<file path="src/rtl/tmr_wdog_pkg.sv">
package tmr_wdog_pkg;

  localparam int DATA_W = 32;

  // Register byte offsets; compare registers are laid out per channel
  localparam int OFS_COUNT   = 'h00;
  localparam int OFS_MATCH0  = 'h08;
  localparam int OFS_STATUS  = 'h20;
  localparam int OFS_INTEN   = 'h24;
  localparam int OFS_WDEN    = 'h28;
  localparam int OFS_LATCH   = 'h30;
  localparam int OFS_LATCHED = 'h34;

  // Ticks remaining until a deadline, wrap-around safe
  function automatic logic [DATA_W-1:0] ticks_left(input logic [DATA_W-1:0] due,
                                                   input logic [DATA_W-1:0] now);
    return due - now;
  endfunction

  // Byte offset of the compare register of a channel
  function automatic int match_ofs(input int ch);
    return OFS_MATCH0 + 4 * ch;
  endfunction

endpackage

</file>
<file path="src/rtl/tmr_free_counter.sv">
module tmr_free_counter #(
  parameter int W = 32
) (
  input  logic         clk,
  input  logic         rst_n,
  input  logic         tick_i,
  output logic [W-1:0] cnt_o
);

  logic [W-1:0] cnt_q;

  always_ff @(posedge clk or negedge rst_n) begin
    if (!rst_n)      cnt_q <= '0;
    else if (tick_i) cnt_q <= cnt_q + W'(1);
  end

  assign cnt_o = cnt_q;


  cnt_step_chk: assert property (@(posedge clk) disable iff (!rst_n)
    tick_i |=> (cnt_q == $past(cnt_q) + W'(1)));


  cnt_hold_chk: assert property (@(posedge clk) disable iff (!rst_n)
    !tick_i |=> $stable(cnt_q));

endmodule

</file>
<file path="src/rtl/tmr_match_bank.sv">
module tmr_match_bank import tmr_wdog_pkg::*; #(
  parameter int NUM_CH = 6,
  parameter int W      = DATA_W
) (
  input  logic                     clk,
  input  logic                     rst_n,
  input  logic                     tick_i,
  input  logic [W-1:0]             cnt_i,
  input  logic [NUM_CH-1:0]        wr_en_i,
  input  logic [W-1:0]             wdata_i,
  input  logic                     clr_en_i,
  input  logic [NUM_CH-1:0]        clr_mask_i,
  output logic [NUM_CH-1:0][W-1:0] match_o,
  output logic [NUM_CH-1:0]        hit_o,
  output logic [NUM_CH-1:0]        pend_o
);

  logic [NUM_CH-1:0][W-1:0] match_q;
  logic [NUM_CH-1:0]        pend_q;
  logic [NUM_CH-1:0]        hit;

  for (genvar n = 0; n < NUM_CH; n++) begin : g_ch
    always_ff @(posedge clk or negedge rst_n) begin
      if (!rst_n)          match_q[n] <= '0;
      else if (wr_en_i[n]) match_q[n] <= wdata_i;
    end

    assign hit[n] = tick_i && (ticks_left(match_q[n], cnt_i) == '0);

    // Set has priority over a software clear in the same cycle
    always_ff @(posedge clk or negedge rst_n) begin
      if (!rst_n)                         pend_q[n] <= 1'b0;
      else if (hit[n])                    pend_q[n] <= 1'b1;
      else if (clr_en_i && clr_mask_i[n]) pend_q[n] <= 1'b0;
    end


    hit_sets_pend_chk: assert property (@(posedge clk) disable iff (!rst_n)
      hit[n] |=> pend_q[n]);


    pend_sticky_chk: assert property (@(posedge clk) disable iff (!rst_n)
      (pend_q[n] && !(clr_en_i && clr_mask_i[n])) |=> pend_q[n]);


    pend_clear_chk: assert property (@(posedge clk) disable iff (!rst_n)
      (clr_en_i && clr_mask_i[n] && !hit[n]) |=> !pend_q[n]);
  end

  assign match_o = match_q;
  assign hit_o   = hit;
  assign pend_o  = pend_q;

endmodule

</file>
<file path="src/rtl/tmr_rst_pulse.sv">
module tmr_rst_pulse #(
  parameter int LEN = 16
) (
  input  logic clk,
  input  logic rst_n,
  input  logic fire_i,
  output logic rst_o,
  output logic done_o
);

  localparam int CW = $clog2(LEN + 1);

  logic [CW-1:0] left_q;
  logic          busy;

  assign busy = (left_q != '0);

  always_ff @(posedge clk or negedge rst_n) begin
    if (!rst_n)               left_q <= '0;
    else if (fire_i && !busy) left_q <= CW'(LEN);
    else if (busy)            left_q <= left_q - CW'(1);
  end

  assign rst_o  = busy;
  assign done_o = (left_q == CW'(1));

  // Checker-side length counter
  logic [CW-1:0] len_q;
  always_ff @(posedge clk or negedge rst_n) begin
    if (!rst_n)     len_q <= '0;
    else if (rst_o) len_q <= len_q + CW'(1);
    else            len_q <= '0;
  end


  rst_start_chk: assert property (@(posedge clk) disable iff (!rst_n)
    (fire_i && !rst_o) |=> rst_o);


  rst_len_chk: assert property (@(posedge clk) disable iff (!rst_n)
    $fell(rst_o) |-> (len_q == CW'(LEN)));


  rst_cap_chk: assert property (@(posedge clk) disable iff (!rst_n)
    len_q <= CW'(LEN));

endmodule

</file>
<file path="src/rtl/tmr_wdog_top.sv">
module tmr_wdog_top import tmr_wdog_pkg::*; #(
  parameter int NUM_CH  = 6,
  parameter int WDOG_CH = 5,
  parameter int RST_LEN = 16,
  parameter int ADDR_W  = 6
) (
  input  logic              clk,
  input  logic              rst_n,
  input  logic              tick_i,
  input  logic              bus_wr_i,
  input  logic [ADDR_W-1:0] bus_addr_i,
  input  logic [DATA_W-1:0] bus_wdata_i,
  output logic [DATA_W-1:0] bus_rdata_o,
  output logic              irq_o,
  output logic              wdt_rst_o
);

  localparam int WIDX_W = ADDR_W - 2;
  localparam logic [WIDX_W-1:0] W_COUNT   = WIDX_W'(OFS_COUNT / 4);
  localparam logic [WIDX_W-1:0] W_STATUS  = WIDX_W'(OFS_STATUS / 4);
  localparam logic [WIDX_W-1:0] W_INTEN   = WIDX_W'(OFS_INTEN / 4);
  localparam logic [WIDX_W-1:0] W_WDEN    = WIDX_W'(OFS_WDEN / 4);
  localparam logic [WIDX_W-1:0] W_LATCH   = WIDX_W'(OFS_LATCH / 4);
  localparam logic [WIDX_W-1:0] W_LATCHED = WIDX_W'(OFS_LATCHED / 4);

  logic [WIDX_W-1:0] widx;
  logic              unused_lo;
  assign widx      = bus_addr_i[ADDR_W-1:2];
  assign unused_lo = ^bus_addr_i[1:0];

  // Write decodes
  logic              wr_status, wr_inten, wr_wden, wr_latch;
  logic [NUM_CH-1:0] wr_match;
  assign wr_status = bus_wr_i && (widx == W_STATUS);
  assign wr_inten  = bus_wr_i && (widx == W_INTEN);
  assign wr_wden   = bus_wr_i && (widx == W_WDEN);
  assign wr_latch  = bus_wr_i && (widx == W_LATCH) && bus_wdata_i[0];

  for (genvar n = 0; n < NUM_CH; n++) begin : g_wdec
    assign wr_match[n] = bus_wr_i && (widx == WIDX_W'(match_ofs(n) / 4));
  end

  // Submodules
  logic [DATA_W-1:0]             cnt;
  logic [NUM_CH-1:0][DATA_W-1:0] match;
  logic [NUM_CH-1:0]             hit;
  logic [NUM_CH-1:0]             pend;
  logic                          wd_fire;
  logic                          pulse_done;

  tmr_free_counter #(.W(DATA_W)) u_cnt (
    .clk    (clk),
    .rst_n  (rst_n),
    .tick_i (tick_i),
    .cnt_o  (cnt)
  );

  tmr_match_bank #(.NUM_CH(NUM_CH), .W(DATA_W)) u_bank (
    .clk        (clk),
    .rst_n      (rst_n),
    .tick_i     (tick_i),
    .cnt_i      (cnt),
    .wr_en_i    (wr_match),
    .wdata_i    (bus_wdata_i),
    .clr_en_i   (wr_status),
    .clr_mask_i (bus_wdata_i[NUM_CH-1:0]),
    .match_o    (match),
    .hit_o      (hit),
    .pend_o     (pend)
  );

  // Control registers
  logic [NUM_CH-1:0] inten_q;
  logic              wden_q;
  logic [DATA_W-1:0] latched_q;

  always_ff @(posedge clk or negedge rst_n) begin
    if (!rst_n)        inten_q <= '0;
    else if (wr_inten) inten_q <= bus_wdata_i[NUM_CH-1:0];
  end

  always_ff @(posedge clk or negedge rst_n) begin
    if (!rst_n)          wden_q <= 1'b0;
    else if (pulse_done) wden_q <= 1'b0;
    else if (wr_wden)    wden_q <= bus_wdata_i[0];
  end

  always_ff @(posedge clk or negedge rst_n) begin
    if (!rst_n)        latched_q <= '0;
    else if (wr_latch) latched_q <= cnt;
  end

  // Watchdog reset path
  assign wd_fire = hit[WDOG_CH] && wden_q && inten_q[WDOG_CH];

  tmr_rst_pulse #(.LEN(RST_LEN)) u_rst (
    .clk    (clk),
    .rst_n  (rst_n),
    .fire_i (wd_fire),
    .rst_o  (wdt_rst_o),
    .done_o (pulse_done)
  );

  assign irq_o = |(pend & inten_q);

  // Read mux
  always_comb begin
    bus_rdata_o = '0;
    if (widx == W_COUNT)   bus_rdata_o = cnt;
    if (widx == W_STATUS)  bus_rdata_o = DATA_W'(pend);
    if (widx == W_INTEN)   bus_rdata_o = DATA_W'(inten_q);
    if (widx == W_WDEN)    bus_rdata_o = DATA_W'(wden_q);
    if (widx == W_LATCHED) bus_rdata_o = latched_q;
    for (int n = 0; n < NUM_CH; n++) begin
      if (widx == WIDX_W'(match_ofs(n) / 4)) bus_rdata_o = match[n];
    end
  end


  rst_needs_arm_chk: assert property (@(posedge clk) disable iff (!rst_n)
    $rose(wdt_rst_o) |-> $past(hit[WDOG_CH] && wden_q && inten_q[WDOG_CH]));


  wden_autoclear_chk: assert property (@(posedge clk) disable iff (!rst_n)
    pulse_done |=> !wden_q);


  latch_stable_chk: assert property (@(posedge clk) disable iff (!rst_n)
    !wr_latch |=> $stable(latched_q));


  latch_capture_chk: assert property (@(posedge clk) disable iff (!rst_n)
    wr_latch |=> (latched_q == $past(cnt)));


  irq_src_chk: assert property (@(posedge clk) disable iff (!rst_n)
    irq_o |-> ((pend & inten_q) != '0));

endmodule

</file>
<file path="config.mk">
export PLATFORM = sky130hd
export DESIGN_NAME = tmr_wdog_top
export DESIGN_NICKNAME = d
export VERILOG_FILES = /design/src/rtl/tmr_wdog_pkg.sv /design/src/rtl/tmr_free_counter.sv /design/src/rtl/tmr_match_bank.sv /design/src/rtl/tmr_rst_pulse.sv /design/src/rtl/tmr_wdog_top.sv
export SDC_FILE = /design/constraint.sdc
export NUM_CORES = 1
export LEC_CHECK = 0
export BUFFER_PORTS_ARGS = -buffer_cell sky130_fd_sc_hd__buf_4
export CAP_MARGIN = 20
export CORE_MARGIN = 2
export CORE_UTILIZATION = 60
export DETAILED_ROUTE_END_ITERATION = 10
export PLACE_DENSITY_LB_ADDON = 0.05
export SKIP_LAST_GASP = 1
export SLEW_MARGIN = 20
export SYNTH_ARGS = -nofsm -noshare
export SYNTH_HDL_FRONTEND = slang
export SYNTH_SLANG_ARGS = --single-unit
</file>
<file path="constraint.sdc">
create_clock -name clk -period 7.5 [get_ports clk]
set_input_delay 1.5 -clock clk [delete_from_list [all_inputs] [get_ports clk]]
set_output_delay 1.5 -clock clk [all_outputs]
set_load 0.005 [all_outputs]
</file>
# Word level (Yosys, flattened, before mapping)
# Index checks and enable logic that the tools add are counted.
# totals
elab_cells,109
reg_bits,274
# op_classes
eq_ne,12
reduce_logical,44
mux,27
bitwise,1
addsub,8
# ops
op,count
2-to-1 mux 32 bit,11
zero test 32 bit,6
subtractor 32 bit,6
adder 32 x 1 -> 32 bit (second input constant),1
logical AND 1 bit,26
== test 4 bit (second input constant),5
== test 4 x 3 -> 1 bit (second input constant),4
nonzero test 2 bit,8
2-to-1 mux 1 bit,14
2-to-1 mux 5 bit,2
== test 4 x 2 -> 1 bit (second input constant),2
AND 6 bit,1
OR reduction 6 bit,1
== test 5 x 1 -> 1 bit (second input constant),1
nonzero test 5 bit,1
subtractor 5 x 1 -> 5 bit (second input constant),1
zero test 4 bit,1
zero test 1 bit,1

# Longest topological paths before layout
# depth
ltp_word,12
depth_mapped,14
ltp_nobuf,12

# By module
# From an unflattened synthesis, not the netlist that was laid out.
# unflattened
cells_unflattened,2788
area_unflattened_um2,24843.8
# by_module_without_submodules
module,area_per_inst_um2,n_inst,seq_area_each_um2,cells_each
tmr_match_bank,18712.9,1,4954.8,2153
tmr_wdog_top,4404.2,1,975.9,487
tmr_free_counter,1448.9,1,800.8,123
tmr_rst_pulse,277.8,1,125.1,25

# Least setup slack after synthesis
# Ideal clock, no wire load.
# synth_timing
kind,in2out
startpoint,in bus_addr_i[5]
endpoint,out bus_rdata_o[13]
required_ns,6.000
path_stages,10
arrival_time_ns,3.181
path_slack_ns,2.819
cell_sequence,clkbuf_1 nand2b_1 clkbuf_1 or3_1 clkbuf_1 clkbuf_1 nor2_1 a31oi_1 a211oi_1 o21ai_0
# synth_between
elab_chain_len,12
elab_cells_between_ends,22
cone_classes,10 x eq/ne; 11 x mux; 1 x reduce/logical
# synth_lines
item,line_no,text
start: declaration,tmr_wdog_top.sv:11,"input logic [ADDR_W-1:0] bus_addr_i,"
zero test 4 bit,tmr_wdog_top.sv:109,if (widx == W_COUNT) bus_rdata_o = cnt;
2-to-1 mux 32 bit,tmr_wdog_top.sv:109,
2-to-1 mux 32 bit,tmr_wdog_top.sv:110,if (widx == W_STATUS) bus_rdata_o = DATA_W'(pend);
2-to-1 mux 32 bit,tmr_wdog_top.sv:111,if (widx == W_INTEN) bus_rdata_o = DATA_W'(inten_q);
2-to-1 mux 32 bit,tmr_wdog_top.sv:112,if (widx == W_WDEN) bus_rdata_o = DATA_W'(wden_q);
2-to-1 mux 32 bit,tmr_wdog_top.sv:113,if (widx == W_LATCHED) bus_rdata_o = latched_q;
2-to-1 mux 32 bit (5 in a row),tmr_wdog_top.sv:115,if (widx == WIDX_W'(match_ofs(n) / 4)) bus_rdata_o = match[n];
2-to-1 mux 32 bit *,tmr_wdog_top.sv:115,
end: declaration,tmr_wdog_top.sv:13,"output logic [DATA_W-1:0] bus_rdata_o,"
# Mark *: on every way between the ends. The rest lies on a longest branch, timed or not.

# Worst setup path after layout
# layout_timing
startpoint,in bus_addr_i[3]
endpoint,out bus_rdata_o[10]
# Same word-level chain as after synthesis.

==> flow_summary.yaml <==
outcome:
  status: "complete, no violations"
global_routing:
  grt_max_degree: 162
  grtUsageTotal: 0.4157
  grt_pass1_vias: 20830
  overflow: 0
  grt_pass1_wl_microns: 123300
  antenna_found_initial: 2
worst_setup_path:
  cp_slowest_stage_delay_ns: 0.51
  reg2reg_from: "u_cnt.cnt_o[1]"
  cp-start-kind: "input port"
  crit_path_end_kind: "output pin"
  crit_path_max_fanout: 27
  arrival_ns: 4.04
  crit_required_ns: 6.00
  crit_top_cell: "buf_4"
  crit_family: "compound AO/OA/AOI/OAI gates"
  slowest_stage: "a31oi_1"
  path_buf_inv: 4
  crit_chain: "buf_4 > inv_1 > nand2_1 > nor2_2 > buf_4 > a22oi_1 > a31oi_1 > a211oi_1 > o21ai_0 > buf_4"
  worst-r2r-setup-slack_ns: 2.55
  critical_path_class: "in -> out"
  rr_endpoint: "u_bank.pend_o[1]"
  worst-r2r-cell-count: 12
layout:
  final_util: 0.6572
  diodes: 0
  drive_gt1_frac: 0.1505
  synthToLayoutAreaGrowth_pct: 8.843
  fin_nets: 2825
  n_fill_cell: 3032
  fin_area_sq_um: 24580
logic_synthesis:
  yosys-top-cells-area: "dfrtp_1 30%, ha_1 10%, mux2_2 10%"
  synthCells: 2573
  syn_nets: 2804
  synth-seq-cells: 274
  async_flop_share: 1.000
  synth_common_cells: "274 x dfrtp_1, 237 x nand2_1, 204 x mux2_2, 189 x ha_1, 178 x nor2_1"
  netlist_area_sq_um: 22580
  synth_seq_area_share: 0.3036
  synth_edf_count: 0
  syn_avg_cell_area_sq_um: 8.776
  synth_ff_type: "dfrtp_1"
  synth_warnings: 0
  synth_cell_types: 93
  yosysMostFrequentCell: "dfrtp_1"
  yosys.area.top_type_share: 0.3036
  synth_largest_area_cell: "dfrtp_1"
drt:
  route.detailed.drc: 0
  wl_per_cell_microns: 26.32
  first_pass_iters: 6
  routed_via_density: 7.019
  via_count: 21960
  finalWirelength_microns: 82360
  drtIter0Drc: 2321
  antenna_left: 0
timing:
  tns_ns: 0
  period_share: 0.7393
  maxSlewViolCount: 0
  fin_crit_ns: 5.545
  setup-violations-final: 0
  fmax_mhz: 180.4
  tightestPinTransition_ns: 1.002
  hold_viol: 0
  rsz0062_at_grt: "false"
  slew-limit-headroom: 0.3259
  finClkSkew_ns: 0.007398
  worst_slack_ns: 1.955
place:
  place_ws_ns: 2.133
  port_buffers: 73
  place_area_sq_um: 23560
  dpl.hpwl_microns: 62670
  place.gp.congestion: 0.9876
floorplan:
  die_width_microns: 198
  rows: 71
  core-area_sq_um: 37400
  start_util: 0.6038
  die_height_microns: 198
  io_pins: 76
  die-area_sq_um: 39200
cts:
  clock-sinks: 274
  clk_path_buf_depth: 3
  hold_buffers: 0
  clk_transition_reported_paths_ns: 0.06
  clk_latency_ns: 0.58
  cts_inserted_buffers: 30
  postCtsSetupBuffers: 0
  cts_max_level: 1
  ctsRootBufferMaster: "clkbuf_16"
  cts_tree: "built"
  cts_resized: 0
min_path:
  hp-class: "reg -> reg"
  holdPathStages: 2
  min_to: "latched_q[26]"
  hp-start: "latched_q[26]"
power_and_ir_drop:
  ir_drop_uv: 225.8
  power.leakage_uw: 0.01064
  p_per_area_nw_per_um2: 298.7
flow_run:
  drv_cap: 0
==> cell usage in the layout (no fill, tap or decap), types with 25 or more instances in the layout <==
master     instances
a211oi_1          39
a21o_1            54
a21oi_1          173
a22oi_1           74
a31oi_1           41
buf_4             94
clkbuf_16         31
dfrtp_1          274
ha_1             189
inv_1             91
mux2_2           204
mux2i_1           25
nand2_1          237
nand2b_1          27
nand3_1           65
nand4_1           51
nor2_1           174
nor2b_1           32
nor3_1            65
o211ai_1          32
o21a_1            35
o21ai_0          150
xnor2_1           59
xor2_1            37
==> power by group <==
| part | internal, uW | switching [uW] |
|---|---|---|
| Combinational | 1460 | 2280 |
| Sequential | 1770 | 311 |
| Clock | 873 | 652 |
==> through the flow <==
step | hold WS, ns | power [uW] | instances
4_1_cts | 0.4853 | 7184 | 3129
2_1_floorplan | 0.4488 | 4557 | 2573
3_5_place_dp | 0.4706 | 5651 | 3073
5_1_grt | 0.5118 | 7713 | 3129
6_report | 0.4851 | 7341 | 3129
3_3_place_gp | 0.4626 | 5528 | 3073
==> flip-flops by register name, summed over array words and instances (netlist names) <==
name	count
u_bank.pend_o	6
u_bank.match_o	192
wden_q	1
u_cnt.cnt_o	32
latched_q	32
inten_q	6
u_rst.left_q	5
==> worst min-delay path, cell delays in order, from the launching register on <==
cell and delay, ns:
dfrtp_1 0.34, nand2_1 0.05, o21ai_0 0.06
==> how the worst max path moves through the flow <==
stage / startpoint / end / cells past startpoint
floorplan: bus_addr_i[5] / bus_rdata_o[13] / 10
global route: bus_addr_i[5] / bus_rdata_o[10] / 9
CTS: bus_addr_i[5] / bus_rdata_o[22] / 9
global placement: bus_addr_i[2] / bus_rdata_o[26] / 9
detailed placement: bus_addr_i[5] / bus_rdata_o[22] / 9
finish: bus_addr_i[3] / bus_rdata_o[10] / 10
==> per-layer routing <==
metal  vias up  track usage  part of all wire
met1     10510       0.5522              0.41
met5         -            0           0.00016
met3       334      0.09130             0.099
li1       9797            -                 -
met4         2       0.2559             0.071
met2      1317       0.6183              0.42
==> layout make-up <==
| class | instances | area, sq um | share of cell area |
|---|---|---|---|
| well taps | 511 | 639.4 | 0.02601 |
| flip-flops and latches | 274 | 6857 | 0.2790 |
| clock inverters | 11 | 103.9 | 0.004225 |
| multi-input cells | 2100 | 14980 | 0.6097 |
| repair buffers | 96 | 740.7 | 0.03014 |
| inverters | 92 | 345.3 | 0.01405 |
| clock buffers | 45 | 908.4 | 0.03696 |
==> kinds of logic (layout without fill, tap and decap cells) <==
family	after synthesis	after routing	share of synthesized area
compound gates	790	790	0.2344
xor+xnor	96	96	0.03723
fa+ha+maj	189	189	0.1047
buf+inv	199	244	0.03430
flops	274	274	0.3036
mux	229	229	0.1128
simple gates	796	796	0.1729
Note: power is estimated with default switching activity, not from simulation.
